`src/rtl/swb_pkg.sv`:
```
package swb_pkg;
    localparam int NIB  = 4;
    localparam int TAPS = 4;

    typedef enum logic [1:0] {
        SLOT_DATA   = 2'd0,
        SLOT_CTRL   = 2'd1,
        SLOT_LEN_LO = 2'd2,
        SLOT_LEN_HI = 2'd3
    } slot_e;

    typedef struct packed {
        logic       go;
        logic       inter;
        logic [1:0] tap;
    } ctrl_t;

    typedef enum logic [1:0] {
        ST_IDLE,
        ST_SHIFT,
        ST_HOLD
    } eng_e;

    function automatic logic tap_pick(input logic [TAPS-1:0] ticks, input logic [1:0] sel);
        return ticks[sel];
    endfunction
endpackage

```
`src/rtl/swb_regs.sv`:
```
module swb_regs
    import swb_pkg::*;
#(
    parameter int DEPTH = 256
) (
    input  logic                      clk,
    input  logic                      rst,
    input  logic                      wr_en,
    input  slot_e                     wr_slot,
    input  logic [NIB-1:0]            wr_data,
    input  logic                      busy,
    input  logic [$clog2(DEPTH)-2:0]  rd_nib,
    output logic [DEPTH-1:0]          bits,
    output logic [$clog2(DEPTH)-2:0]  wptr,
    output logic [$clog2(DEPTH)-1:0]  len,
    output ctrl_t                     cfg,
    output logic                      start_p,
    output logic                      rewind_p
);
    localparam int PW    = $clog2(DEPTH);
    localparam int NW    = PW - 2;
    localparam int SLOTS = DEPTH / NIB;
    localparam logic [NW:0] FULLV = (NW+1)'(SLOTS);

    logic full;
    logic ctrl_wr;

    assign full     = ((wptr - rd_nib) == FULLV);
    assign ctrl_wr  = wr_en && (wr_slot == SLOT_CTRL) && !busy;
    assign start_p  = ctrl_wr && wr_data[3];
    assign rewind_p = ctrl_wr && !wr_data[3];

    always_ff @(posedge clk) begin
        if (rst) begin
            bits <= '0;
            wptr <= '0;
            len  <= '0;
            cfg  <= '0;
        end else if (wr_en) begin
            unique case (wr_slot)
                SLOT_DATA: begin
                    if (!full) begin
                        bits[{wptr[NW-1:0], 2'b00} +: NIB] <= wr_data;
                        wptr <= wptr + 1'b1;
                    end
                end
                SLOT_CTRL: begin
                    if (!busy) begin
                        cfg <= ctrl_t'(wr_data);
                        if (!wr_data[3]) wptr <= '0;
                    end
                end
                SLOT_LEN_LO: begin
                    if (!busy) len[3:0] <= wr_data;
                end
                SLOT_LEN_HI: begin
                    if (!busy) len <= PW'({wr_data, len[3:0]});
                end
                default: ;
            endcase
        end
    end
endmodule

```
`src/rtl/swb_engine.sv`:
```
module swb_engine
    import swb_pkg::*;
#(
    parameter int DEPTH = 256
) (
    input  logic                      clk,
    input  logic                      rst,
    input  logic                      tick,
    input  logic                      inter,
    input  logic [$clog2(DEPTH)-1:0]  len,
    input  logic [DEPTH-1:0]          bits,
    input  logic [$clog2(DEPTH)-2:0]  wptr,
    input  logic                      start_p,
    input  logic                      rewind_p,
    output logic                      sclk,
    output logic                      sdata,
    output logic                      busy,
    output logic                      irq,
    output logic [$clog2(DEPTH)-2:0]  rd_nib
);
    localparam int PW = $clog2(DEPTH);

    eng_e        st;
    logic [PW:0] bp;
    logic [PW:0] nbp;
    logic        empty;
    logic        nempty;

    assign rd_nib = bp[PW:2];
    assign nbp    = bp + 1'b1;
    assign empty  = (bp[PW:2] == wptr);
    assign nempty = (nbp[PW:2] == wptr);

    always_ff @(posedge clk) begin
        if (rst) begin
            st    <= ST_IDLE;
            bp    <= '0;
            sclk  <= 1'b0;
            sdata <= 1'b0;
            busy  <= 1'b0;
            irq   <= 1'b0;
        end else begin
            irq <= 1'b0;
            unique case (st)
                ST_IDLE: begin
                    if (start_p) begin
                        bp   <= '0;
                        busy <= 1'b1;
                        if (inter && (wptr == '0)) begin
                            st  <= ST_HOLD;
                            irq <= 1'b1;
                        end else begin
                            sdata <= bits[0];
                            st    <= ST_SHIFT;
                        end
                    end else if (rewind_p) begin
                        bp <= '0;
                    end
                end
                ST_SHIFT: begin
                    if (tick) begin
                        if (!sclk) begin
                            sclk <= 1'b1;
                        end else begin
                            sclk <= 1'b0;
                            bp   <= nbp;
                            if (!inter) begin
                                if (bp[PW-1:0] == len) begin
                                    st    <= ST_IDLE;
                                    busy  <= 1'b0;
                                    sdata <= 1'b0;
                                end else begin
                                    sdata <= bits[nbp[PW-1:0]];
                                end
                            end else if (nempty) begin
                                st  <= ST_HOLD;
                                irq <= 1'b1;
                            end else begin
                                sdata <= bits[nbp[PW-1:0]];
                            end
                        end
                    end
                end
                ST_HOLD: begin
                    if (!empty) begin
                        sdata <= bits[bp[PW-1:0]];
                        st    <= ST_SHIFT;
                    end else if (tick) begin
                        st    <= ST_IDLE;
                        busy  <= 1'b0;
                        sdata <= 1'b0;
                    end
                end
                default: st <= ST_IDLE;
            endcase
        end
    end
endmodule

```
`src/rtl/swb_top.sv`:
```
module swb_top
    import swb_pkg::*;
#(
    parameter int DEPTH = 256
) (
    input  logic        clk,
    input  logic        rst,
    input  logic [3:0]  tap_tick,
    input  logic        wr_en,
    input  logic [1:0]  wr_addr,
    input  logic [3:0]  wr_data,
    output logic        ser_clk,
    output logic        ser_data,
    output logic        busy,
    output logic        empty_irq
);
    localparam int PW = $clog2(DEPTH);

    logic [DEPTH-1:0] bits;
    logic [PW-2:0]    wptr;
    logic [PW-2:0]    rd_nib;
    logic [PW-1:0]    len;
    ctrl_t            cfg;
    logic             start_p;
    logic             rewind_p;
    logic             tick;
    logic [1:0]       cfg_tap;
    logic             cfg_inter;

    assign cfg_tap   = cfg.tap;
    assign cfg_inter = cfg.inter;
    assign tick      = tap_pick(tap_tick, cfg.tap);

    swb_regs #(.DEPTH(DEPTH)) i_regs (
        .clk      (clk),
        .rst      (rst),
        .wr_en    (wr_en),
        .wr_slot  (slot_e'(wr_addr)),
        .wr_data  (wr_data),
        .busy     (busy),
        .rd_nib   (rd_nib),
        .bits     (bits),
        .wptr     (wptr),
        .len      (len),
        .cfg      (cfg),
        .start_p  (start_p),
        .rewind_p (rewind_p)
    );

    swb_engine #(.DEPTH(DEPTH)) i_engine (
        .clk      (clk),
        .rst      (rst),
        .tick     (tick),
        .inter    (cfg.inter),
        .len      (len),
        .bits     (bits),
        .wptr     (wptr),
        .start_p  (start_p),
        .rewind_p (rewind_p),
        .sclk     (ser_clk),
        .sdata    (ser_data),
        .busy     (busy),
        .irq      (empty_irq),
        .rd_nib   (rd_nib)
    );
endmodule

```
`config.mk`:
```
export PLATFORM = sky130hd
export DESIGN_NAME = swb_top
export DESIGN_NICKNAME = d
export VERILOG_FILES = /design/src/rtl/swb_pkg.sv /design/src/rtl/swb_regs.sv /design/src/rtl/swb_engine.sv /design/src/rtl/swb_top.sv
export SDC_FILE = /design/constraint.sdc
export NUM_CORES = 1
export LEC_CHECK = 0
export BUFFER_PORTS_ARGS = -buffer_cell sky130_fd_sc_hd__clkbuf_2
export CORE_MARGIN = 5
export CORE_UTILIZATION = 45
export CTS_CLUSTER_SIZE = 12
export DETAILED_ROUTE_END_ITERATION = 12
export GPL_ROUTABILITY_DRIVEN = 0
export GPL_TIMING_DRIVEN = 0
export PLACE_DENSITY_LB_ADDON = 0.1
export SETUP_SLACK_MARGIN = 0.05
export SKIP_CTS_REPAIR_TIMING = 1
export SYNTH_ARGS = -nofsm -noshare
export SYNTH_HDL_FRONTEND = slang
export SYNTH_SLANG_ARGS = --single-unit
export TNS_END_PERCENT = 10
```
`constraint.sdc`:
```
create_clock -name clk -period 2.8 [get_ports clk]
set_input_delay 0.28 -clock clk [delete_from_list [all_inputs] [get_ports clk]]
set_output_delay 0.28 -clock clk [all_outputs]
set_load 0.1 [all_outputs]
```
# Word level (Yosys, flattened, before mapping)
# Cells that the tools add are included.
dict set report classes {
  n_reduce_logical 23
  n_addsub 4
  shift 2
  n_eq_ne 25
  n_mux 53
  bitwise 3
  order_cmp 3
}
# operator count
set ops {}
lappend ops {{$bwmux 256} 1}
lappend ops {{$shift 4x10->256 const A} 1}
lappend ops {{$shiftx 4x10->256} 1}
lappend ops {{$mux 9} 4}
lappend ops {{$mux 1} 25}
lappend ops {{$mux 7} 3}
lappend ops {{$lt 8x9->1 const B} 2}
lappend ops {{$mux 2} 9}
lappend ops {{$pmux 9 s2} 1}
lappend ops {{$bmux 1 s8} 2}
lappend ops {{$eq 7x7->1} 2}
lappend ops {{$pmux 7 s2} 1}
lappend ops {{$ne 2x1->1 const B} 6}
lappend ops {{$ne 2x2->1 const B} 5}
lappend ops {{$neg 8->10} 1}
lappend ops {{$add 9x1->9 const B} 1}
lappend ops {{$ne 3x2->1 const B} 3}
lappend ops {{$reduce_and 3->1} 3}
lappend ops {{$eq 8x8->1} 1}
lappend ops {{$pmux 4 s2} 1}
lappend ops {{$reduce_and 4->1} 2}
lappend ops {{$reduce_and 8->1} 1}
lappend ops {{$add 7x1->7 const B} 1}
lappend ops {{$eq 7x7->1 const B} 1}
lappend ops {{22 further kinds} 35}
dict set report totals {
  output_inout_bits 4
  register_bits 289
}

# Logic depth before layout (Yosys ltp)
# Gate-level depths: netlist (run 1).
dict set report depth {
  depth_word 8
  depth_mapped 14
  depth_no_buf 11
}

# Modules after synthesis
# From an unflattened synthesis (run 1), not the netlist that was laid out.
dict set report hier_totals {
  hier_cells 1720
  area_unflattened_um2 17905.9
}
# mod area_per_inst_um2 cells_each seq_area_each_um2 instances
set modules_own_cells {}
lappend modules_own_cells {swb_regs 12079.1 1183 5505.3 1}
lappend modules_own_cells {swb_engine 5804.3 536 300.3 1}
lappend modules_own_cells {swb_top 22.5 1 0.0 1}

# Least setup slack after synthesis (run 1)
# OpenSTA, ideal clock, no wires.
dict set report synth_timing {
  kind {register to register}
  start {reg i_engine.bp[4]}
  end {reg i_regs.bits[105]}
  setup_ps 73
  path_stages_with_launch 14
  arrival_time_ps 2834
  n_path_buf 3
  required_time_ps 2727
  path_slack_ps -108
  path_cell_list {dfxtp_1 > buf_6 > inv_6 > clkbuf_1 > ha_1 > o21ai_1 > a21boi_0 > o21a_1 > o211a_1 > o21ai_1 > buf_2 > nand4_2 > nor2_1 > mux2i_1}
}
dict set report synth_via {
  elab_chain_cells 4
}
# element line
set synth_rtl {}
lappend synth_rtl {{start, declared} swb_engine.sv:24} ;# logic [PW:0] bp;
lappend synth_rtl {{start signal, assigned} swb_engine.sv:66} ;# bp <= nbp;
lappend synth_rtl {{$sub 7x7->7} swb_regs.sv:28} ;# assign full = ((wptr - rd_nib) == FULLV);
lappend synth_rtl {{$eq 7x7->1} swb_regs.sv:28}
lappend synth_rtl {{$not 1->1 (no line)} -}
lappend synth_rtl {{$reduce_and 3->1 (no line)} -}
lappend synth_rtl {{end signal, assigned by index} swb_regs.sv:43} ;# bits[{wptr[NW-1:0], 2'b00} +: NIB] <= wr_data;
lappend synth_rtl {{end, declared} swb_regs.sv:13} ;# output logic [DEPTH-1:0] bits,
# Every way passes these cells.
# A chain may end at the register's enable or synchronous reset.

# Final worst setup path (run 1)
dict set report layout_timing {
  start {reg i_engine.bp[1]}
  end {reg i_engine.sdata}
}
dict set report layout_via {
  elab_chain_cells 8
  elab_cells_between_ends 16
  cone_classes {add/sub: 1; eq/ne: 3; mux: 11; reduce/logical: 1}
}
# element line
set layout_rtl {}
lappend layout_rtl {{$add 9x1->9} swb_engine.sv:30} ;# assign nbp = bp + 1'b1;
lappend layout_rtl {{$bmux 1 s8} {swb_engine.sv:73, swb_engine.sv:79}}
lappend layout_rtl {{$mux 1 (not written as such)} {swb_engine.sv:73, swb_engine.sv:79}}
lappend layout_rtl {{$mux 1 (on tied branches)} {swb_engine.sv:68, swb_engine.sv:75}}
lappend layout_rtl {{$mux 1} swb_engine.sv:67} ;# if (!inter) begin
lappend layout_rtl {{$mux 1} swb_engine.sv:62} ;# if (!sclk) begin
lappend layout_rtl {{$mux 1} swb_engine.sv:61} ;# if (tick) begin
lappend layout_rtl {{$pmux 1 s3} swb_engine.sv:44} ;# unique case (st)
lappend layout_rtl {{end signal, assigned} swb_engine.sv:53} ;# sdata <= bits[0];
lappend layout_rtl {{end signal, assigned} swb_engine.sv:73} ;# sdata <= bits[nbp[PW-1:0]];
lappend layout_rtl {{end signal, assigned} swb_engine.sv:79} ;# sdata <= bits[nbp[PW-1:0]];
lappend layout_rtl {{end, declared} swb_engine.sv:16} ;# output logic sdata,
# Several ways; a longest one is shown, not always the timed one. The select of a mux whose other input is x is not followed.

==> run summary, run 1 <==
* worst r2r src: i_engine.bp[1]$_SDFFE_PP0P_
* GR Overflow Total: 0
* number of warnings issued by yosys: 0
* CTS H-Tree Depth: 2
* reg-to-reg setup timing slack: -0.36 ns
* number of buffers between clock root and the deepest sink: 3
* mean instance size in the synthesized netlist: 10.1 um2
* logic depth of the worst register-to-register path: 13
* top-level I/O count: 17
* timing startpoint of the critical path: i_engine.bp[1]$_SDFFE_PP0P_
* complex-gate fraction of the synthesized area: 4.58%
* dominant combinational cell family by area after synthesis: multiplexers
* post-DP HPWL: 49.8 mm
* DRC marker count from the first detailed-route iteration: 1752
* run status: complete, but fails checks
* failing checks: negative setup slack
* class of the worst hold path: in -> reg
* synthesized-area fraction occupied by adder cells: 1.16%
* Unique masters post-synth: 75
* Final period util: 113%
* WP data required: 3.22 ns
* post-detailed-route DRC marker count: 0
* RSZ-0062 raised after global routing: yes
* final-report setup violation count: 153
* average detailed-routed wire length per instance: 29.6 um
* final layout net count: 1819
* core area: 37700 um2
* critical path fanouts, max: 8
* antenna violations before repair: 3
* Sinks on Clock Net: 289
* leading register cell type out of synthesis: sky130_fd_sc_hd__dfxtp_1
* max-cap violation count: 0
* data arrival time of the critical path: 3.58 ns
* endpoint of the most critical register-to-register path: i_engine.sdata$_SDFFE_PP0P_
* syn_nets: 1734
* floorplan die area: 42200 um2
* wire length of the first global-routing pass: 97.3 mm
* Die Y: 206 um
* layout cell share with drive strength beyond 1: 24.2%
* vias in the first global route: 13800
* Total GRT Usage: 31.7%
* standard-cell rows: 71
* number of enable-type register cells in the synthesized netlist: 0
* largest net degree at the start of global routing: 13
* VDD IR-drop max: 0.319 mV
* kind of critical path: reg -> reg
* via total after detailed routing: 14800
* Startpoint Class: register
* Least-Margin Pin Slew: 0.989 ns
* relative slew slack: 34.1%
* xor-xnor portion of the synthesized cell area: 2.04%
* synthesized instance count: 1705
* total power after layout: 0.00971 W
* sequential share of the synthesized area: 33.6%
* setup slack at placement: -1.40 ns
* source-to-sink clock delay at the later pin of the worst-skew pair: 0.57 ns
* starting utilization of the core area: 45.7%
* residual antenna-violating net count after detailed routing: 0
* routed via count divided by cell count: 6.36
* clock skew: 0.0221 ns
* leakage power: 7.70 nW
* Post-Synth Simple-Gate Area: 20.3%
* TritonCTS clock tree: done
* Max Fclk: 316 MHz
* final max-slew violation count: 0
* Final Critical Period: 3.16 ns
* Worst Slack Setup Final: -0.360 ns
* PwrDens: 469 nW/um2
* Clock Pin Slew Worst Setup and Hold Paths: 0.06 ns
* end point of the critical path: i_engine.sdata$_SDFFE_PP0P_
* fraction of synthesis flops using an asynchronous set or reset pin: 0%
* multiplexer fraction of the synthesized cell area: 33.8%
* number of buffers created by CTS: 36
* detailed-routing iteration count for the pre-antenna-repair pass: 5
* Port Buffer Count: 13
* Netlist Area Pre-Place: 17200 um2
* CTS root buffer: sky130_fd_sc_hd__clkbuf_16
* #FFs+latches synth: 289
* total wirelength of the detailed-routed design: 68.9 mm
* final count of hold timing violations: 0
* width of the die: 206 um
* endpoint type of the worst setup path: register
* signed area change from the synthesized netlist to the final layout: 20.3%
## flip-flops by register name (all words and copies together) (netlist names)
name            flops
i_engine.bp         9
i_engine.busy       1
i_engine.irq        1
i_engine.sclk       1
i_engine.sdata      1
i_engine.st         2
i_regs.bits       256
i_regs.cfg          3
i_regs.len          8
i_regs.wptr         7
## worst max-delay path, cell delays in order, from the launching register on
cell,delay (ns)
sky130_fd_sc_hd__dfxtp_4,0.36
sky130_fd_sc_hd__ha_4,0.30
sky130_fd_sc_hd__buf_12,0.16
sky130_fd_sc_hd__buf_16,0.13
sky130_fd_sc_hd__buf_12,0.14
sky130_fd_sc_hd__buf_4,0.12
sky130_fd_sc_hd__mux4_2,0.47
sky130_fd_sc_hd__nand2_1,0.11
sky130_fd_sc_hd__a21oi_1,0.15
sky130_fd_sc_hd__nor4_2,0.33
sky130_fd_sc_hd__o221ai_1,0.19
sky130_fd_sc_hd__and4_1,0.21
sky130_fd_sc_hd__nor4_4,0.26
sky130_fd_sc_hd__o41ai_2,0.09
## cells in the mapped netlist (6+ instances only)
cell | instances | area share (%)
sky130_fd_sc_hd__and3_1 | 7 | 0.25
sky130_fd_sc_hd__o31ai_1 | 7 | 0.31
sky130_fd_sc_hd__nand2b_1 | 197 | 7.2
sky130_fd_sc_hd__buf_4 | 17 | 0.74
sky130_fd_sc_hd__buf_6 | 17 | 1.1
sky130_fd_sc_hd__nand3b_1 | 6 | 0.26
sky130_fd_sc_hd__ha_1 | 16 | 1.2
sky130_fd_sc_hd__xnor2_1 | 26 | 1.3
sky130_fd_sc_hd__nor2_1 | 175 | 3.8
sky130_fd_sc_hd__inv_1 | 14 | 0.31
sky130_fd_sc_hd__and2_1 | 14 | 0.51
sky130_fd_sc_hd__nand3_1 | 64 | 1.9
sky130_fd_sc_hd__a211oi_1 | 7 | 0.31
sky130_fd_sc_hd__dfxtp_1 | 289 | 34
sky130_fd_sc_hd__mux4_2 | 120 | 16
sky130_fd_sc_hd__o22ai_1 | 11 | 0.40
sky130_fd_sc_hd__nor3_1 | 24 | 0.70
sky130_fd_sc_hd__clkbuf_1 | 60 | 1.3
sky130_fd_sc_hd__xor2_1 | 9 | 0.46
sky130_fd_sc_hd__a31oi_1 | 6 | 0.22
sky130_fd_sc_hd__nand2_1 | 141 | 3.1
sky130_fd_sc_hd__mux2i_1 | 291 | 17
sky130_fd_sc_hd__o21ai_0 | 14 | 0.41
sky130_fd_sc_hd__nor2b_1 | 10 | 0.36
sky130_fd_sc_hd__a21oi_1 | 30 | 0.87
sky130_fd_sc_hd__nor4_1 | 16 | 0.58
sky130_fd_sc_hd__a22oi_1 | 9 | 0.39
sky130_fd_sc_hd__nand4_1 | 10 | 0.36
sky130_fd_sc_hd__or3_1 | 7 | 0.25
sky130_fd_sc_hd__buf_2 | 17 | 0.49
## through the flow
step | instance area [um2] | hold slack [ns] | std cells | TNS, ns | util, %
after global placement | 18100 | 0.462 | 2229 | -202.97 | 48.1
after global routing | 20700 | 0.191 | 2322 | -26.62 | 54.9
final | 20700 | 0.168 | 2324 | -3.68 | 54.9
after CTS | 19300 | 0.152 | 2288 | -214.12 | 51.3
after floorplan | 17400 | 0.434 | 1705 | 0 | -
after detailed placement | 18100 | 0.471 | 2229 | -211.58 | 48.1
## cell usage in the layout, fill, tap and decap left out, types with 6 or more instances in the layout
cell type / count
sky130_fd_sc_hd__nor3_1: 19
sky130_fd_sc_hd__clkbuf_2: 18
sky130_fd_sc_hd__nor4_2: 9
sky130_fd_sc_hd__nand3_4: 18
sky130_fd_sc_hd__nand3_2: 21
sky130_fd_sc_hd__buf_4: 37
sky130_fd_sc_hd__nand2_2: 7
sky130_fd_sc_hd__o21ai_0: 14
sky130_fd_sc_hd__ha_1: 13
sky130_fd_sc_hd__o22ai_1: 9
sky130_fd_sc_hd__nor4_1: 7
sky130_fd_sc_hd__inv_1: 12
sky130_fd_sc_hd__nand2b_1: 197
sky130_fd_sc_hd__buf_12: 14
sky130_fd_sc_hd__xnor2_1: 20
sky130_fd_sc_hd__dfxtp_1: 283
sky130_fd_sc_hd__buf_8: 9
sky130_fd_sc_hd__o31ai_1: 7
sky130_fd_sc_hd__xor2_1: 6
sky130_fd_sc_hd__nor2b_1: 10
sky130_fd_sc_hd__and2_1: 12
sky130_fd_sc_hd__or3_1: 7
sky130_fd_sc_hd__mux2i_1: 284
sky130_fd_sc_hd__nor2_1: 148
sky130_fd_sc_hd__nand2_1: 133
sky130_fd_sc_hd__a22oi_1: 9
sky130_fd_sc_hd__nor2_4: 25
sky130_fd_sc_hd__clkbuf_8: 8
sky130_fd_sc_hd__nand3_1: 25
sky130_fd_sc_hd__nand4_1: 10
sky130_fd_sc_hd__mux4_2: 120
sky130_fd_sc_hd__and3_1: 7
sky130_fd_sc_hd__a21oi_1: 30
sky130_fd_sc_hd__nand3b_1: 6
sky130_fd_sc_hd__buf_6: 18
sky130_fd_sc_hd__clkbuf_1: 54
sky130_fd_sc_hd__clkbuf_16: 39
sky130_fd_sc_hd__clkbuf_4: 8
## worst min path at each step
stage                                        endpoint                         from  cells after the start
after floorplan           i_regs.bits[1]$_SDFFE_PP0P_                   wr_data[1]                      2
after global placement    i_regs.bits[1]$_SDFFE_PP0P_  i_regs.bits[1]$_SDFFE_PP0P_                      2
after detailed placement  i_regs.bits[1]$_SDFFE_PP0P_  i_regs.bits[1]$_SDFFE_PP0P_                      2
after CTS                  i_regs.cfg[0]$_SDFFE_PP0P_                   wr_addr[1]                      4
after global routing       i_regs.cfg[1]$_SDFFE_PP0P_                   wr_addr[1]                      4
final                      i_regs.cfg[2]$_SDFFE_PP0P_                   wr_addr[1]                      4
## kinds of logic after synthesis
| group | Yosys count |
|---|---|
| multiplexers | 419 |
| flip-flops | 289 |
| buffers and inverters | 134 |
| adder cells (fa/ha/maj) | 16 |
| AND/OR/NAND/NOR | 693 |
| AO/OA/AOI/OAI | 117 |
| XOR/XNOR | 37 |
## layer usage
layer,track usage [%],wire (um),vias up
li1,-,-,6350
met1,43.4,27900,7391
met2,46.6,29500,838
met3,8.40,7080,200
met4,15.3,4400,0
met5,0,0,-
## report_power, final
group	internal, W	switching (W)	leakage [nW]
Combinational	0.000219	0.000531	4.78
Clock	0.00287	0.00194	0.591
Sequential	0.00413	0.0000258	2.33
Total	0.00722	0.00250	7.70
## cell type report
class                   count  area (um2)
fillers                  3396       17000
multi-input cells        1282       11600
flip-flops and latches    289        5800
clock buffers              49        1070
plain buffers             118         947
well taps                 511         639
repair buffers             47         410
clock inverters            10         124
inverters                  16        71.3
diodes                      2        5.00
Power figures use the tool's default switching activity.
==> inputs of run 2 (changes only) <==
--- a/config.mk
+++ b/config.mk
@@ -12,6 +12,7 @@
 export DETAILED_ROUTE_END_ITERATION = 12
 export GPL_ROUTABILITY_DRIVEN = 0
 export GPL_TIMING_DRIVEN = 0
+export MAX_ROUTING_LAYER = met4
 export PLACE_DENSITY_LB_ADDON = 0.1
 export SETUP_SLACK_MARGIN = 0.05
 export SKIP_CTS_REPAIR_TIMING = 1
==> run 2 against run 1 <==
The run still ends with negative setup slack left. Fmax fell by 0.12%. Sequential power barely moved. Die area stayed put. Power about the same.
==> run summary, run 2 (same netlist as run 1, synthesis figures left out) <==
* run status: complete, but fails checks, unchanged
* failing checks: negative setup slack, unchanged
* Startpoint Class: register, unchanged
* Total GRT Usage: 32.6%, was 31.7%
* Clock Pin Slew Worst Setup and Hold Paths: 0.06 ns, about the same
* average detailed-routed wire length per instance: 29.7 um, was 29.6 um
* PwrDens: 467 nW/um2, was 469 nW/um2
* final layout net count: 1815, was 1819
* Final period util: 113%, about the same
* max-cap violation count: 0, unchanged
* largest net degree at the start of global routing: 13, unchanged
* endpoint type of the worst setup path: register, unchanged
* Final Critical Period: 3.16 ns, about the same
* total power after layout: 0.00971 W, about the same
* critical path fanouts, max: 10, was 8
* critical path cell sequence: buf_12 > buf_8 > buf_6 > buf_6 > buf_4 > mux2i_1 > o31ai_1 > nor4_2 > nor4_2 > nor4_4 > o41ai_1, was ha_4 > buf_12 > buf_16 > buf_12 > buf_4 > mux4_2 > nand2_1 > a21oi_1 > nor4_2 > o221ai_1 > and4_1 > nor4_4 > o41ai_2
* post-route worst hold slack: 0.136 ns, was 0.168 ns
* layout cell share with drive strength beyond 1: 24.6%, was 24.2%
* WP data required: 3.24 ns, was 3.22 ns
* class of the worst hold path: in -> reg, unchanged
* Die Y: 206 um, unchanged
* post-DP HPWL: 49.8 mm, unchanged
* Max Fclk: 316 MHz, about the same
* commonest cells after routing, fill and taps aside: sky130_fd_sc_hd__dfxtp_1, sky130_fd_sc_hd__mux2i_1, sky130_fd_sc_hd__nand2b_1, was sky130_fd_sc_hd__mux2i_1, sky130_fd_sc_hd__dfxtp_1, sky130_fd_sc_hd__nand2b_1
* clock skew: 0.0241 ns, was 0.0221 ns
* leakage power: 7.69 nW, was 7.70 nW
* vias in the first global route: 13800, about the same
* GR Overflow Total: 0, unchanged
* TritonCTS clock tree: done, unchanged
* core area: 37700 um2, unchanged
* kind of critical path: reg -> reg, unchanged
* Global Route met1 Usage: 43.5%, was 43.4%
* Port Buffer Count: 13, unchanged
* Worst Slack Setup Final: -0.364 ns, was -0.360 ns
* top-level I/O count: 17, unchanged
* most common library cell in the layout ignoring fill and taps: sky130_fd_sc_hd__dfxtp_1, was sky130_fd_sc_hd__mux2i_1
* flip-flop count of the largest register, all copies and words added: 256, unchanged
* starting utilization of the core area: 45.7%, unchanged
* final max-slew violation count: 0, unchanged
* wire length of the first global-routing pass: 97.3 mm, about the same
* antenna violations before repair: 3, unchanged
* RSZ-0062 raised after global routing: yes, unchanged
* largest register by flop count: i_regs.bits, unchanged
* final-report setup violation count: 165, was 153
* number of buffers between clock root and the deepest sink: 3, unchanged
* CTS H-Tree Depth: 2, unchanged
* met2 track utilization from global routing: 46.9%, was 46.6%
* detailed-routing iteration count for the pre-antenna-repair pass: 5, unchanged
* VDD IR-drop max: 0.317 mV, was 0.319 mV
* total wirelength of the detailed-routed design: 68.9 mm, unchanged
* final count of hold timing violations: 0, unchanged
* source-to-sink clock delay at the later pin of the worst-skew pair: 0.56 ns, was 0.57 ns
* number of buffers created by CTS: 36, unchanged
* residual antenna-violating net count after detailed routing: 0, unchanged
* via total after detailed routing: 14800, about the same
* standard-cell rows: 71, unchanged
* CTS root buffer: sky130_fd_sc_hd__clkbuf_16, unchanged
* global routing met3 resource utilization: 8.20%, was 8.40%
* routed via count divided by cell count: 6.37, was 6.36
* registers with the highest flip-flop counts: i_regs.bits x256, i_engine.bp x9, i_regs.len x8, unchanged
* post-detailed-route DRC marker count: 0, unchanged
* CP peak stage delay: 0.43 ns, was 0.47 ns
* DRC marker count from the first detailed-route iteration: 1728, was 1752
* number of fill cells: 3380, was 3396
* width of the die: 206 um, unchanged
* data arrival time of the critical path: 3.60 ns, was 3.58 ns
* global route hottest layer: met2, unchanged
* relative slew slack: 29.0%, was 34.1%
* Least-Margin Pin Slew: 1.06 ns, was 0.989 ns
* Sinks on Clock Net: 289, unchanged
* final core utilization: 55.1%, was 54.9%
* signed area change from the synthesized netlist to the final layout: 20.8%, was 20.3%
* floorplan die area: 42200 um2, unchanged
* setup slack at placement: -1.40 ns, unchanged
* slowest cell on the critical path: sky130_fd_sc_hd__o31ai_1, was sky130_fd_sc_hd__mux4_2
==> run 2: cell types whose count changed in the layout (fill, tap and decap cells not counted), sizes merged <==
| cell | delta |
|---|---|
| buf | -2 |
| clkbuf | -2 |
| diode | -1 |
==> run 2: final timing paths <==
kind	start	slack (ns)	endpoint	cells after the start
worst max register to register	i_engine.bp[0]$_SDFFE_PP0P_	-0.36	i_engine.sdata$_SDFFE_PP0P_	11
worst max-delay path	i_engine.bp[0]$_SDFFE_PP0P_	-0.36	i_engine.sdata$_SDFFE_PP0P_	11
worst min register to register	i_regs.cfg[1]$_SDFFE_PP0P_	0.48	i_regs.cfg[1]$_SDFFE_PP0P_	2
worst min-delay path	wr_addr[1]	0.14	i_regs.cfg[0]$_SDFFE_PP0P_	4
==> run 2: metal layers <==
layer  wire [um]  up-vias
met5           0        -
met1       27900     7351
met4        4270        0
li1            -     6337
met2       29500      869
met3        7170      205
==> run 2: cell type report <==
cell class	instances	area, um2	share of cell area, %
Clock inverter	10	124	0.596
Tap cell	511	639	3.08
Sequential cell	289	5800	27.9
Antenna cell	1	2.50	0.0120
Multi-Input combinational cell	1282	11700	56.5
Inverter	16	71.3	0.343
Buffer	118	956	4.60
Clock buffer	49	1070	5.16
Timing Repair Buffer	43	375	1.81
==> run 2: per-stage QoR <==
step | TNS [ns] | cell area (um2) | std cells
after floorplan | 0 | 17400 | 1705
after global placement | -202.97 | 18100 | 2229
after detailed placement | -211.58 | 18100 | 2229
after CTS | -214.12 | 19300 | 2288
after global routing | -31.33 | 20800 | 2319
final | -6.70 | 20800 | 2319
==> run 2: critical path, delay by kind of cell, from the launching register on <==
kind / cells / cell delay, ns
compound gates: 2 / 0.78
mux: 1 / 0.18
flops: 1 / 0.38
simple gates: 3 / 0.47
buf+inv: 5 / 1.20
==> run 2: power breakdown <==
group	switching (W)	internal, W	total, W
Sequential	0.0000254	0.00413	0.00416
Clock	0.00193	0.00287	0.00480
Combinational	0.000532	0.000220	0.000751
Total	0.00249	0.00722	0.00971
==> inputs of run 3 (changes only) <==
--- a/config.mk
+++ b/config.mk
@@ -6,6 +6,8 @@
 export NUM_CORES = 1
 export LEC_CHECK = 0
 export BUFFER_PORTS_ARGS = -buffer_cell sky130_fd_sc_hd__clkbuf_2
+export CELL_PAD_IN_SITES_DETAIL_PLACEMENT = 0
+export CELL_PAD_IN_SITES_GLOBAL_PLACEMENT = 1
 export CORE_MARGIN = 5
 export CORE_UTILIZATION = 45
 export CTS_CLUSTER_SIZE = 12
@@ -14,6 +16,7 @@
 export GPL_TIMING_DRIVEN = 0
 export MAX_ROUTING_LAYER = met4
 export PLACE_DENSITY_LB_ADDON = 0.1
+export REMOVE_ABC_BUFFERS = 1
 export SETUP_SLACK_MARGIN = 0.05
 export SKIP_CTS_REPAIR_TIMING = 1
 export SYNTH_ARGS = -nofsm -noshare
==> constraint.sdc (replaced) <==
create_clock -name clk -period 2.67 [get_ports clk]
set_input_delay 0.267 -clock clk [delete_from_list [all_inputs] [get_ports clk]]
set_output_delay 0.267 -clock clk [all_outputs]
set_load 0.1 [all_outputs]
==> run 3 against run 2 <==
The run still ends with negative setup slack left. Via count is 5.0% lower. Critical endpoint unchanged. Largest power group unchanged. First-iteration DRC count fell by 7.0%. Global-route usage fell by 5.1 points. Non-clock buffer count fell by 58. Final cell count is 2.3% lower. Combinational power shrank 4.5%. Clock power about the same. Cell area shrank 1.2%. Register-to-register slack worse by 0.17 ns. Clock skew fell by 0.0062 ns. Die area unchanged. Critical path type unchanged.
==> run summary, run 3 (same netlist as run 1, synthesis figures left out) <==
* fraction of power spent switching nets: 25.0%, was 25.6%
* Max Fclk: 312 MHz, was 316 MHz
* routed via count divided by cell count: 6.19, was 6.37
* core area: 37700 um2, unchanged
* Worst Slack Setup Final: -0.535 ns, was -0.364 ns
* final count of hold timing violations: 0, unchanged
* Clock Pin Slew Worst Setup and Hold Paths: 0.06 ns, about the same
* post-DP HPWL: 38.0 mm, was 49.8 mm
* average detailed-routed wire length per instance: 26.8 um, was 29.7 um
* Die Y: 206 um, unchanged
* GR Overflow Total: 0, unchanged
* failing checks: negative setup slack, unchanged
* antenna violations before repair: 1, was 3
* Startpoint Class: register, unchanged
* detailed-routing iteration count for the pre-antenna-repair pass: 6, was 5
* global routing met3 resource utilization: 3.56%, was 8.20%
* signed area change from the synthesized netlist to the final layout: 19.3%, was 20.8%
* CTS H-Tree Depth: 2, unchanged
* post-detailed-route DRC marker count: 0, unchanged
* switching pwr: 0.00247 W, was 0.00249 W
* RSZ-0062 raised after global routing: yes, unchanged
* Sinks on Clock Net: 289, unchanged
* top-level I/O count: 17, unchanged
* largest register by flop count: i_regs.bits, unchanged
* WP data required: 3.06 ns, was 3.24 ns
* max-cap violation count: 0, unchanged
* layout cell share with drive strength beyond 1: 24.9%, was 24.6%
* total power after layout: 0.00988 W, was 0.00971 W
* final layout net count: 1760, was 1815
* flip-flop count of the largest register, all copies and words added: 256, unchanged
* registers with the highest flip-flop counts: i_regs.bits x256, i_engine.bp x9, i_regs.len x8, unchanged
* Final Critical Period: 3.21 ns, was 3.16 ns
* global route hottest layer: met2, unchanged
* Port Buffer Count: 16, was 13
* clock network fraction of total power: 48.6%, was 49.4%
* Total GRT Usage: 27.5%, was 32.6%
* wire length of the first global-routing pass: 85.1 mm, was 97.3 mm
* final max-slew violation count: 0, unchanged
* width of the die: 206 um, unchanged
* residual antenna-violating net count after detailed routing: 0, unchanged
* final-report setup violation count: 267, was 165
* standard-cell rows: 71, unchanged
* clock skew: 0.0179 ns, was 0.0241 ns
* relative slew slack: 24.0%, was 29.0%
* VDD IR-drop max: 0.412 mV, was 0.317 mV
* number of buffers between clock root and the deepest sink: 3, unchanged
* TritonCTS clock tree: done, unchanged
* via total after detailed routing: 14000, was 14800
* endpoint type of the worst setup path: register, unchanged
* part of the total power dissipated in combinational logic: 7.3%, was 7.7%
* kind of critical path: reg -> reg, unchanged
* leakage power: 7.63 nW, was 7.69 nW
* critical path fanouts, max: 7, was 10
* run status: complete, but fails checks, unchanged
* vias in the first global route: 12900, was 13800
* largest net degree at the start of global routing: 179, was 13
* cell-internal power: 0.00742 W, was 0.00722 W
* Global Route met1 Usage: 39.3%, was 43.5%
* PwrDens: 482 nW/um2, was 467 nW/um2
* source-to-sink clock delay at the later pin of the worst-skew pair: 0.54 ns, was 0.56 ns
* CTS root buffer: sky130_fd_sc_hd__clkbuf_16, unchanged
* DRC marker count from the first detailed-route iteration: 1607, was 1728
* fraction of power consumed by sequential logic: 44.1%, was 42.9%
* sum of negative setup slack: -64.39 ns, was -6.70 ns
* floorplan die area: 42200 um2, unchanged
* number of buffers created by CTS: 36, unchanged
* class of the worst hold path: in -> reg, unchanged
* Final period util: 120%, was 113%
* total wirelength of the detailed-routed design: 60.8 mm, was 68.9 mm
* data arrival time of the critical path: 3.60 ns, about the same
* Least-Margin Pin Slew: 1.14 ns, was 1.06 ns
* commonest cells after routing, fill and taps aside: sky130_fd_sc_hd__mux2i_1, sky130_fd_sc_hd__dfxtp_1, sky130_fd_sc_hd__nand2b_1, was sky130_fd_sc_hd__dfxtp_1, sky130_fd_sc_hd__mux2i_1, sky130_fd_sc_hd__nand2b_1
* met2 track utilization from global routing: 41.4%, was 46.9%
* most common library cell in the layout ignoring fill and taps: sky130_fd_sc_hd__mux2i_1, was sky130_fd_sc_hd__dfxtp_1
* starting utilization of the core area: 45.7%, unchanged
-- run 3: area by class of cell --
type | instances | area (um2)
antenna | 1 | 2.50
clock buffer | 56 | 1090
clock inverter | 5 | 50.0
fill | 3358 | 17100
inverter | 16 | 78.8
multi-input combinational | 1285 | 11600
sequential | 289 | 5820
tap | 511 | 639
timing repair buffer | 103 | 1250
-- run 3: worst paths after layout --
check | end | depth (start not counted) | slack [ns] | from
min reg2reg | i_regs.cfg[1]$_SDFFE_PP0P_ | 2 | 0.46 | i_regs.cfg[1]$_SDFFE_PP0P_
max | i_engine.sdata$_SDFFE_PP0P_ | 12 | -0.54 | i_engine.bp[1]$_SDFFE_PP0P_
min | i_regs.cfg[1]$_SDFFE_PP0P_ | 4 | 0.15 | wr_addr[1]
max reg2reg | i_engine.sdata$_SDFFE_PP0P_ | 12 | -0.54 | i_engine.bp[1]$_SDFFE_PP0P_
-- run 3: through the flow --
stage / std cells / setup slack (ns) / hold WS (ns) / cell area (um2) / util, %
finish: 2266 / -0.535 / 0.147 / 20500 / 54.5
detailed placement: 2125 / -3.08 / 0.455 / 17500 / 46.5
floorplan: 1587 / -5.55 / 0.336 / 16500 / -
CTS: 2186 / -3.09 / 0.131 / 18700 / 49.6
global route: 2266 / -0.613 / 0.183 / 20500 / 54.5
global placement: 2114 / -9.32 / 0.447 / 17200 / 45.7
-- run 3: power groups by stage --
stage	Sequential, W	Combinational (W)	Clock (W)
floorplan	0.00452	0.000297	0
global placement	0.00446	0.000617	0
detailed placement	0.00446	0.000610	0
CTS	0.00436	0.000612	0.00489
global route	0.00436	0.000752	0.00508
finish	0.00436	0.000717	0.00481
-- run 3: layer usage --
layer	part of all wire [%]	up-vias
met5	0	-
met4	3.4	0
met3	8.2	129
met2	45	646
met1	44	7026
li1	-	6219
-- run 3: critical path, cell delays in order, from the launching register on --
cell and delay [ns]:
sky130_fd_sc_hd__dfxtp_4 0.38, sky130_fd_sc_hd__ha_4 0.41, sky130_fd_sc_hd__buf_12 0.15, sky130_fd_sc_hd__clkbuf_16 0.16
sky130_fd_sc_hd__buf_12 0.15, sky130_fd_sc_hd__mux4_2 0.51, sky130_fd_sc_hd__nand2_1 0.10, sky130_fd_sc_hd__a21oi_1 0.11
sky130_fd_sc_hd__nor4_2 0.26, sky130_fd_sc_hd__o221ai_1 0.19, sky130_fd_sc_hd__and4_4 0.25, sky130_fd_sc_hd__nor4_4 0.29
sky130_fd_sc_hd__o41ai_2 0.09
